### src/rtl/vld_pkg.sv
package vld_pkg;
  // Sequencer phases: idle, issuing elements, waiting for outstanding returns
  typedef enum logic [1:0] {
    VS_IDLE  = 2'd0,
    VS_ISSUE = 2'd1,
    VS_DRAIN = 2'd2
  } vld_state_e;
endpackage

### src/rtl/vld_bank_timer.sv
module vld_bank_timer #(
  parameter int NBANK = 16,
  parameter int BUSY  = 4,
  localparam int BANK_W = $clog2(NBANK),
  localparam int CNT_W  = $clog2(BUSY + 1)
) (
  input  logic              clk,
  input  logic              rst_n,
  input  logic              hit_en,
  input  logic [BANK_W-1:0] hit_bank,
  output logic [NBANK-1:0]  bank_free
);
  for (genvar g = 0; g < NBANK; g++) begin : g_bank
    logic [CNT_W-1:0] cnt_q, cnt_d;
    logic             cnt_ld;

    always_comb begin
      cnt_ld = hit_en && (hit_bank == BANK_W'(g));
      cnt_d  = cnt_q;
      if (cnt_ld)               cnt_d = CNT_W'(BUSY - 1);
      else if (cnt_q != '0)     cnt_d = cnt_q - CNT_W'(1);
    end

    always_ff @(posedge clk or negedge rst_n) begin
      if (!rst_n) cnt_q <= '0;
      else        cnt_q <= cnt_d;
    end

    assign bank_free[g] = (cnt_q == '0);
  end
endmodule

### src/rtl/vld_issue_ctrl.sv
module vld_issue_ctrl
  import vld_pkg::*;
#(
  parameter int NBANK   = 16,
  parameter int ADDR_W  = 16,
  parameter int MAXVL   = 64,
  parameter int STALL_W = 16,
  localparam int BANK_W = $clog2(NBANK),
  localparam int ROW_W  = ADDR_W - BANK_W,
  localparam int LEN_W  = $clog2(MAXVL + 1),
  localparam int IDX_W  = $clog2(MAXVL)
) (
  input  logic               clk,
  input  logic               rst_n,
  input  logic               start,
  input  logic [ADDR_W-1:0]  base,
  input  logic [ADDR_W-1:0]  stride,
  input  logic [LEN_W-1:0]   vlen,
  input  logic [NBANK-1:0]   bank_free,
  input  logic               fin,
  output logic               issue,
  output logic [BANK_W-1:0]  issue_bank,
  output logic [ROW_W-1:0]   issue_row,
  output logic [IDX_W-1:0]   issue_idx,
  output logic               issue_last,
  output logic               zero_done,
  output logic [STALL_W-1:0] stall_cnt
);
  vld_state_e         st_q, st_d;
  logic [LEN_W-1:0]   len_q, len_d, cnt_q, cnt_d, len_in, cnt_inc;
  logic [ADDR_W-1:0]  addr_q, addr_d, strd_q, strd_d;
  logic [STALL_W-1:0] stl_q, stl_d;

  assign len_in     = (vlen > LEN_W'(MAXVL)) ? LEN_W'(MAXVL) : vlen;
  assign cnt_inc    = cnt_q + LEN_W'(1);
  assign issue_bank = addr_q[BANK_W-1:0];
  assign issue_row  = addr_q[ADDR_W-1:BANK_W];
  assign issue_idx  = cnt_q[IDX_W-1:0];
  assign issue_last = (cnt_inc == len_q);
  assign issue      = (st_q == VS_ISSUE) && bank_free[issue_bank];
  assign stall_cnt  = stl_q;

  always_comb begin
    st_d      = st_q;
    len_d     = len_q;
    cnt_d     = cnt_q;
    addr_d    = addr_q;
    strd_d    = strd_q;
    stl_d     = stl_q;
    zero_done = 1'b0;
    unique case (st_q)
      VS_IDLE: begin
        if (start) begin
          len_d  = len_in;
          cnt_d  = '0;
          addr_d = base;
          strd_d = stride;
          stl_d  = '0;
          if (len_in == '0) zero_done = 1'b1;
          else              st_d      = VS_ISSUE;
        end
      end
      VS_ISSUE: begin
        if (issue) begin
          cnt_d  = cnt_inc;
          addr_d = addr_q + strd_q;
          if (issue_last) st_d = VS_DRAIN;
        end else begin
          stl_d = stl_q + STALL_W'(1);
        end
      end
      VS_DRAIN: begin
        if (fin) st_d = VS_IDLE;
      end
      default: st_d = VS_IDLE;
    endcase
  end

  always_ff @(posedge clk or negedge rst_n) begin
    if (!rst_n) begin
      st_q   <= VS_IDLE;
      len_q  <= '0;
      cnt_q  <= '0;
      addr_q <= '0;
      strd_q <= '0;
      stl_q  <= '0;
    end else begin
      st_q   <= st_d;
      len_q  <= len_d;
      cnt_q  <= cnt_d;
      addr_q <= addr_d;
      strd_q <= strd_d;
      stl_q  <= stl_d;
    end
  end
endmodule

### src/rtl/vld_return_pipe.sv
module vld_return_pipe #(
  parameter int NBANK  = 16,
  parameter int DATA_W = 32,
  parameter int MAXVL  = 64,
  parameter int LAT    = 2,
  localparam int BANK_W = $clog2(NBANK),
  localparam int IDX_W  = $clog2(MAXVL)
) (
  input  logic                    clk,
  input  logic                    rst_n,
  input  logic                    issue,
  input  logic [BANK_W-1:0]       issue_bank,
  input  logic [IDX_W-1:0]        issue_idx,
  input  logic                    issue_last,
  input  logic                    zero_done,
  input  logic [NBANK*DATA_W-1:0] bank_rdata,
  output logic                    wr_en,
  output logic [IDX_W-1:0]        wr_idx,
  output logic [DATA_W-1:0]       wr_data,
  output logic                    fin,
  output logic                    done
);
  logic [LAT-1:0]    v_q;
  logic [BANK_W-1:0] b_q [LAT];
  logic [IDX_W-1:0]  i_q [LAT];
  logic [LAT-1:0]    l_q;
  logic              wen_q, wlast_q, done_q, done_d;
  logic [IDX_W-1:0]  widx_q;
  logic [DATA_W-1:0] wdat_q, rsel;

  // Delay line matching the fixed bank latency; one stage per cycle
  for (genvar k = 0; k < LAT; k++) begin : g_stage
    if (k == 0) begin : g_head
      always_ff @(posedge clk or negedge rst_n) begin
        if (!rst_n) begin
          v_q[0] <= 1'b0;
          b_q[0] <= '0;
          i_q[0] <= '0;
          l_q[0] <= 1'b0;
        end else begin
          v_q[0] <= issue;
          if (issue) begin
            b_q[0] <= issue_bank;
            i_q[0] <= issue_idx;
            l_q[0] <= issue_last;
          end
        end
      end
    end else begin : g_tail
      always_ff @(posedge clk or negedge rst_n) begin
        if (!rst_n) begin
          v_q[k] <= 1'b0;
          b_q[k] <= '0;
          i_q[k] <= '0;
          l_q[k] <= 1'b0;
        end else begin
          v_q[k] <= v_q[k-1];
          if (v_q[k-1]) begin
            b_q[k] <= b_q[k-1];
            i_q[k] <= i_q[k-1];
            l_q[k] <= l_q[k-1];
          end
        end
      end
    end
  end

  assign rsel   = bank_rdata[b_q[LAT-1]*DATA_W +: DATA_W];
  assign fin    = wen_q && wlast_q;
  assign done_d = fin || zero_done;

  always_ff @(posedge clk or negedge rst_n) begin
    if (!rst_n) begin
      wen_q   <= 1'b0;
      wlast_q <= 1'b0;
      widx_q  <= '0;
      wdat_q  <= '0;
      done_q  <= 1'b0;
    end else begin
      wen_q  <= v_q[LAT-1];
      done_q <= done_d;
      if (v_q[LAT-1]) begin
        wlast_q <= l_q[LAT-1];
        widx_q  <= i_q[LAT-1];
        wdat_q  <= rsel;
      end
    end
  end

  assign wr_en   = wen_q;
  assign wr_idx  = widx_q;
  assign wr_data = wdat_q;
  assign done    = done_q;
endmodule

### src/rtl/vld_strided_load.sv
module vld_strided_load #(
  parameter int NBANK   = 16,
  parameter int ADDR_W  = 16,
  parameter int DATA_W  = 32,
  parameter int MAXVL   = 64,
  parameter int BUSY    = 4,
  parameter int LAT     = 2,
  parameter int STALL_W = 16,
  localparam int BANK_W = $clog2(NBANK),
  localparam int ROW_W  = ADDR_W - BANK_W,
  localparam int LEN_W  = $clog2(MAXVL + 1),
  localparam int IDX_W  = $clog2(MAXVL)
) (
  input  logic                    clk,
  input  logic                    rst_n,
  input  logic                    start,
  input  logic [ADDR_W-1:0]       base,
  input  logic [ADDR_W-1:0]       stride,
  input  logic [LEN_W-1:0]        vlen,
  output logic [NBANK-1:0]        bank_req,
  output logic [ROW_W-1:0]        bank_row,
  input  logic [NBANK*DATA_W-1:0] bank_rdata,
  output logic                    wr_en,
  output logic [IDX_W-1:0]        wr_idx,
  output logic [DATA_W-1:0]       wr_data,
  output logic                    done,
  output logic [STALL_W-1:0]      stall_cnt
);
  logic [1:0]        rs_q;
  logic              srst_n;
  logic [NBANK-1:0]  bank_free;
  logic              issue, issue_last, zero_done, fin;
  logic [BANK_W-1:0] issue_bank;
  logic [IDX_W-1:0]  issue_idx;

  // Reset asserts at once, releases after two clock edges
  always_ff @(posedge clk or negedge rst_n) begin
    if (!rst_n) rs_q <= 2'b00;
    else        rs_q <= {rs_q[0], 1'b1};
  end
  assign srst_n = rs_q[1];

  vld_issue_ctrl #(
    .NBANK(NBANK), .ADDR_W(ADDR_W), .MAXVL(MAXVL), .STALL_W(STALL_W)
  ) u_ctrl (
    .clk(clk), .rst_n(srst_n), .start(start), .base(base), .stride(stride),
    .vlen(vlen), .bank_free(bank_free), .fin(fin), .issue(issue),
    .issue_bank(issue_bank), .issue_row(bank_row), .issue_idx(issue_idx),
    .issue_last(issue_last), .zero_done(zero_done), .stall_cnt(stall_cnt)
  );

  vld_bank_timer #(.NBANK(NBANK), .BUSY(BUSY)) u_timer (
    .clk(clk), .rst_n(srst_n), .hit_en(issue), .hit_bank(issue_bank),
    .bank_free(bank_free)
  );

  vld_return_pipe #(
    .NBANK(NBANK), .DATA_W(DATA_W), .MAXVL(MAXVL), .LAT(LAT)
  ) u_ret (
    .clk(clk), .rst_n(srst_n), .issue(issue), .issue_bank(issue_bank),
    .issue_idx(issue_idx), .issue_last(issue_last), .zero_done(zero_done),
    .bank_rdata(bank_rdata), .wr_en(wr_en), .wr_idx(wr_idx),
    .wr_data(wr_data), .fin(fin), .done(done)
  );

  for (genvar g = 0; g < NBANK; g++) begin : g_req
    assign bank_req[g] = issue && (issue_bank == BANK_W'(g));
  end
endmodule

### config.mk
export PLATFORM = sky130hd
export DESIGN_NAME = vld_strided_load
export DESIGN_NICKNAME = d
export VERILOG_FILES = /design/src/rtl/vld_pkg.sv /design/src/rtl/vld_bank_timer.sv /design/src/rtl/vld_issue_ctrl.sv /design/src/rtl/vld_return_pipe.sv /design/src/rtl/vld_strided_load.sv
export SDC_FILE = /design/constraint.sdc
export NUM_CORES = 1
export LEC_CHECK = 0
export BUFFER_PORTS_ARGS = -buffer_cell sky130_fd_sc_hd__buf_2
export CORE_AREA = 2 2 246 248
export DETAILED_ROUTE_END_ITERATION = 7
export DIE_AREA = 0 0 248 250
export PLACE_DENSITY = 0.5
export SLEW_MARGIN = 20
export SYNTH_ARGS = -nofsm -noshare
export SYNTH_HDL_FRONTEND = slang
export SYNTH_SLANG_ARGS = --single-unit
### constraint.sdc
create_clock -name clk -period 16.4 [get_ports clk]
set_input_delay 2.46 -clock clk [delete_from_list [all_inputs] [get_ports clk]]
set_output_delay 2.46 -clock clk [all_outputs]
set_load 0.05 [all_outputs]
==> impl_metrics.json <==
{
  "run_status": "finished clean",
  "pwr_density_cell_nw_per_um2": 202,
  "hold_path_class": "reg2reg",
  "synth_most_common_cell": "dfrtp_1",
  "worst-path-max-fanout": 7,
  "clock_tree_from_tritoncts": "done",
  "final_nets": 2298,
  "cts.reportedPaths.clkPinSlew_ns": 0.08,
  "route.antenna.remaining_nets": 0,
  "final.min_clock_period_ns": 5.59,
  "drt_wl_total_um": 70300,
  "placeableCoreArea_um2": 59600,
  "number_of_drc_markers_in_iteration_0": 743,
  "antenna_found_initial": 85,
  "clk_root_buffer_cell": "clkbuf_16",
  "setup_viol": 0,
  "total_die_area_um2": 62000,
  "die_w_um": 248,
  "grt.overflow.total": 0,
  "synthDominantCellAreaShare": 0.345,
  "ys_async_sr_fraction": 1.00,
  "yosys-top-cells-area": "dfrtp_1, mux4_2, mux2_2",
  "cts.hold.buffers_added": 0,
  "pin_count_of_the_biggest_net_entering_global_routing": 76,
  "multi_input_comb_area_um2": 7840,
  "filler_cell_count": 6225,
  "portBuffers": 637,
  "p_leak_nw": 8.43,
  "worstSkewPairLatency_ns": 0.46,
  "final-max-slew-violation-count": 0,
  "synth_top_area_cell": "dfrtp_1",
  "worst_slew_slack_as_a_fraction_of_its_limit": 0.280,
  "route.vias.total": 12200,
  "warnings_synthesis": 0,
  "timing.critical_path.arrival_ns": 3.13,
  "critical_path_required_ns": 13.94,
  "die_height_um": 250,
  "cts.sinks": 179,
  "max-clock-path-buffers": 2,
  "synth_cell_types": 62,
  "clock_skew_ns": 0.0151,
  "synthesis.instances": 1114,
  "pin_count": 638,
  "wl_per_cell_um": 27.9,
  "pin_slew_with_the_least_headroom_to_its_limit_ns": 1.08,
  "routed_via_count_divided_by_cell_count": 4.84,
  "cell_types_with_the_highest_counts_after_synthesis": "dfrtp_1, mux4_2, nand2_1",
  "row_count": 90,
  "route.detailed.drc": 0,
  "mappedNetlistArea_um2": 13000,
  "detailedRoute.firstPassIterationCount": 5,
  "grt_first_pass_wirelength_um": 97000,
  "unrepaired_setup_endpoints_after_global_routing": "no",
  "gpl.final_weighted_congestion": 0.945,
  "start_util": 0.218,
  "max_cap_violations": 0,
  "fin_tns_setup_ns": 0,
  "timing.final.hold_violations": 0,
  "ir_worst_vdd_mv": 0.0925,
  "synth_seq_cells": 179,
  "grt_pass1_vias": 12800,
  "post_cts_resize_count": 0,
  "final_layout_size_suffix_gt1_frac": 0.542,
  "type_of_the_setup_path_with_the_least_slack": "reg2out",
  "finalCritPeriodShare": 0.341,
  "cp-end-kind": "primary output",
  "fmaxAchievable_mhz": 179,
  "detailed_place_hpwl_um": 60000,
  "syn-mean-instance-area_um2": 11.7,
  "critical_path.startpoint_type": "register",
  "postSynth.topFlopCell": "dfrtp_1",
  "synth.net_count": 1718,
  "number_of_enable_flip_flop_cells_after_synthesis": 0,
  "syn_to_final_growth_pct": 35.3,
  "register_area_um2": 4500,
  "seq_total_area_yosys": 0.345,
  "hold-worst-slack_ns": 0.354,
  "postCtsSetupBuffers": 0,
  "cts_htree_levels": 4,
  "cts_inserted_buffers": 17,
  "globalRouteTotalUtil": 0.226
}
-- placed cells by master, fill, tap and decap left out, types with 5 or more instances in the layout --
cell       instances
buf_2            637
dfrtp_1          173
mux4_2           166
nand2_1          144
nor2_1            74
inv_1             72
mux2_2            65
ha_1              49
a21oi_1           42
diode_2           32
o21ai_0           28
xor2_1            21
clkbuf_16         17
xnor2_1           16
nand3_1           15
o211ai_1          14
nor3_1            12
buf_4             12
nand3b_1          10
a21o_1             9
a31oi_1            9
nor4_1             8
nand2b_1           8
nand4_1            6
o31ai_1            6
inv_6              6
nor2b_1            5
a211oi_1           5
-- critical path, stage by stage (launching register included) --
cell     delay, ns
dfrtp_1       0.38
inv_1         0.05
ha_1          0.20
ha_1          0.28
mux4_1        0.60
a22oi_1       0.42
nor2_1        0.19
nand3_1       0.20
inv_1         0.11
buf_2         0.23
-- area by class of cell --
type	instances	share of cell area
Antenna cell	32	0.00455
Clock buffer	20	0.0254
Clock inverter	12	0.00946
Inverter	73	0.0156
Multi-Input combinational cell	773	0.446
Sequential cell	179	0.256
Tap cell	782	0.0556
Timing Repair Buffer	650	0.188
-- state kept, by name, indices dropped and copies added (netlist names), 6 cells and up --
name / cells
u_ret.b_q: 8
u_ctrl.strd_q: 16
u_ret.i_q: 12
u_ctrl.len_q: 7
u_ret.wr_idx: 6
u_ctrl.cnt_q: 7
u_timer.g_bank.cnt_q: 48
u_ctrl.addr_q: 16
u_ctrl.stall_cnt: 16
u_ret.wr_data: 32
-- metal layers --
metal  part of all wire  vias to the layer above  global-route usage
met3              0.099                      131              0.0622
met2               0.47                      567               0.364
met4              0.030                       18              0.0657
li1                   -                     5365                   -
met1               0.40                     6119               0.294
met5             0.0016                        -                   0
-- metrics by stage --
stage	cells	setup WS [ns]	total power, mW	utilization	area, µm²
2_1_floorplan	1114	11.04	2.47	-	13000
3_3_place_gp	2456	11.45	3.09	0.283	16900
3_5_place_dp	2456	11.38	3.14	0.283	16900
4_1_cts	2488	10.84	3.60	0.293	17500
5_1_grt	2502	10.66	3.82	0.294	17500
6_report	2521	10.81	3.55	0.295	17600
-- kinds of logic after synthesis --
kind of cell | share of synthesized area
DFF | 0.345
muxes | 0.351
buffers and inverters | 0.0532
and+or+nand+nor | 0.105
xor gates and xnor gates | 0.0249
adders and majority gates | 0.0487
AOI/OAI and AO/OA | 0.0716
other | 0.000289
-- power by group --
part | internal (mW) | switching (mW)
combinational | 0.979 | 1.23
sequential | 0.655 | 0.236
clock | 0.248 | 0.200
total | 1.88 | 1.67
-- path summary, 6_finish.rpt --
| path | depth (start not counted) | to | slack, ns | from |
|---|---|---|---|---|
| max reg2reg | 6 | u_ctrl.cnt_q[4] | 12.99 | u_ctrl.addr_q[0] |
| min in group asynchronous | 0 | u_ret.wr_data[16] | 0.39 | rs_q[1] |
| max | 9 | bank_req[3] | 10.81 | u_timer.g_bank[8].cnt_q[0] |
| max in group asynchronous | 1 | u_ret.wr_data[26] | 14.50 | rs_q[1] |
| min | 0 | rs_q[1] | 0.35 | rs_q[0] |
| min reg2reg | 0 | rs_q[1] | 0.35 | rs_q[0] |
No activity file was read; power rests on OpenSTA's default activity.
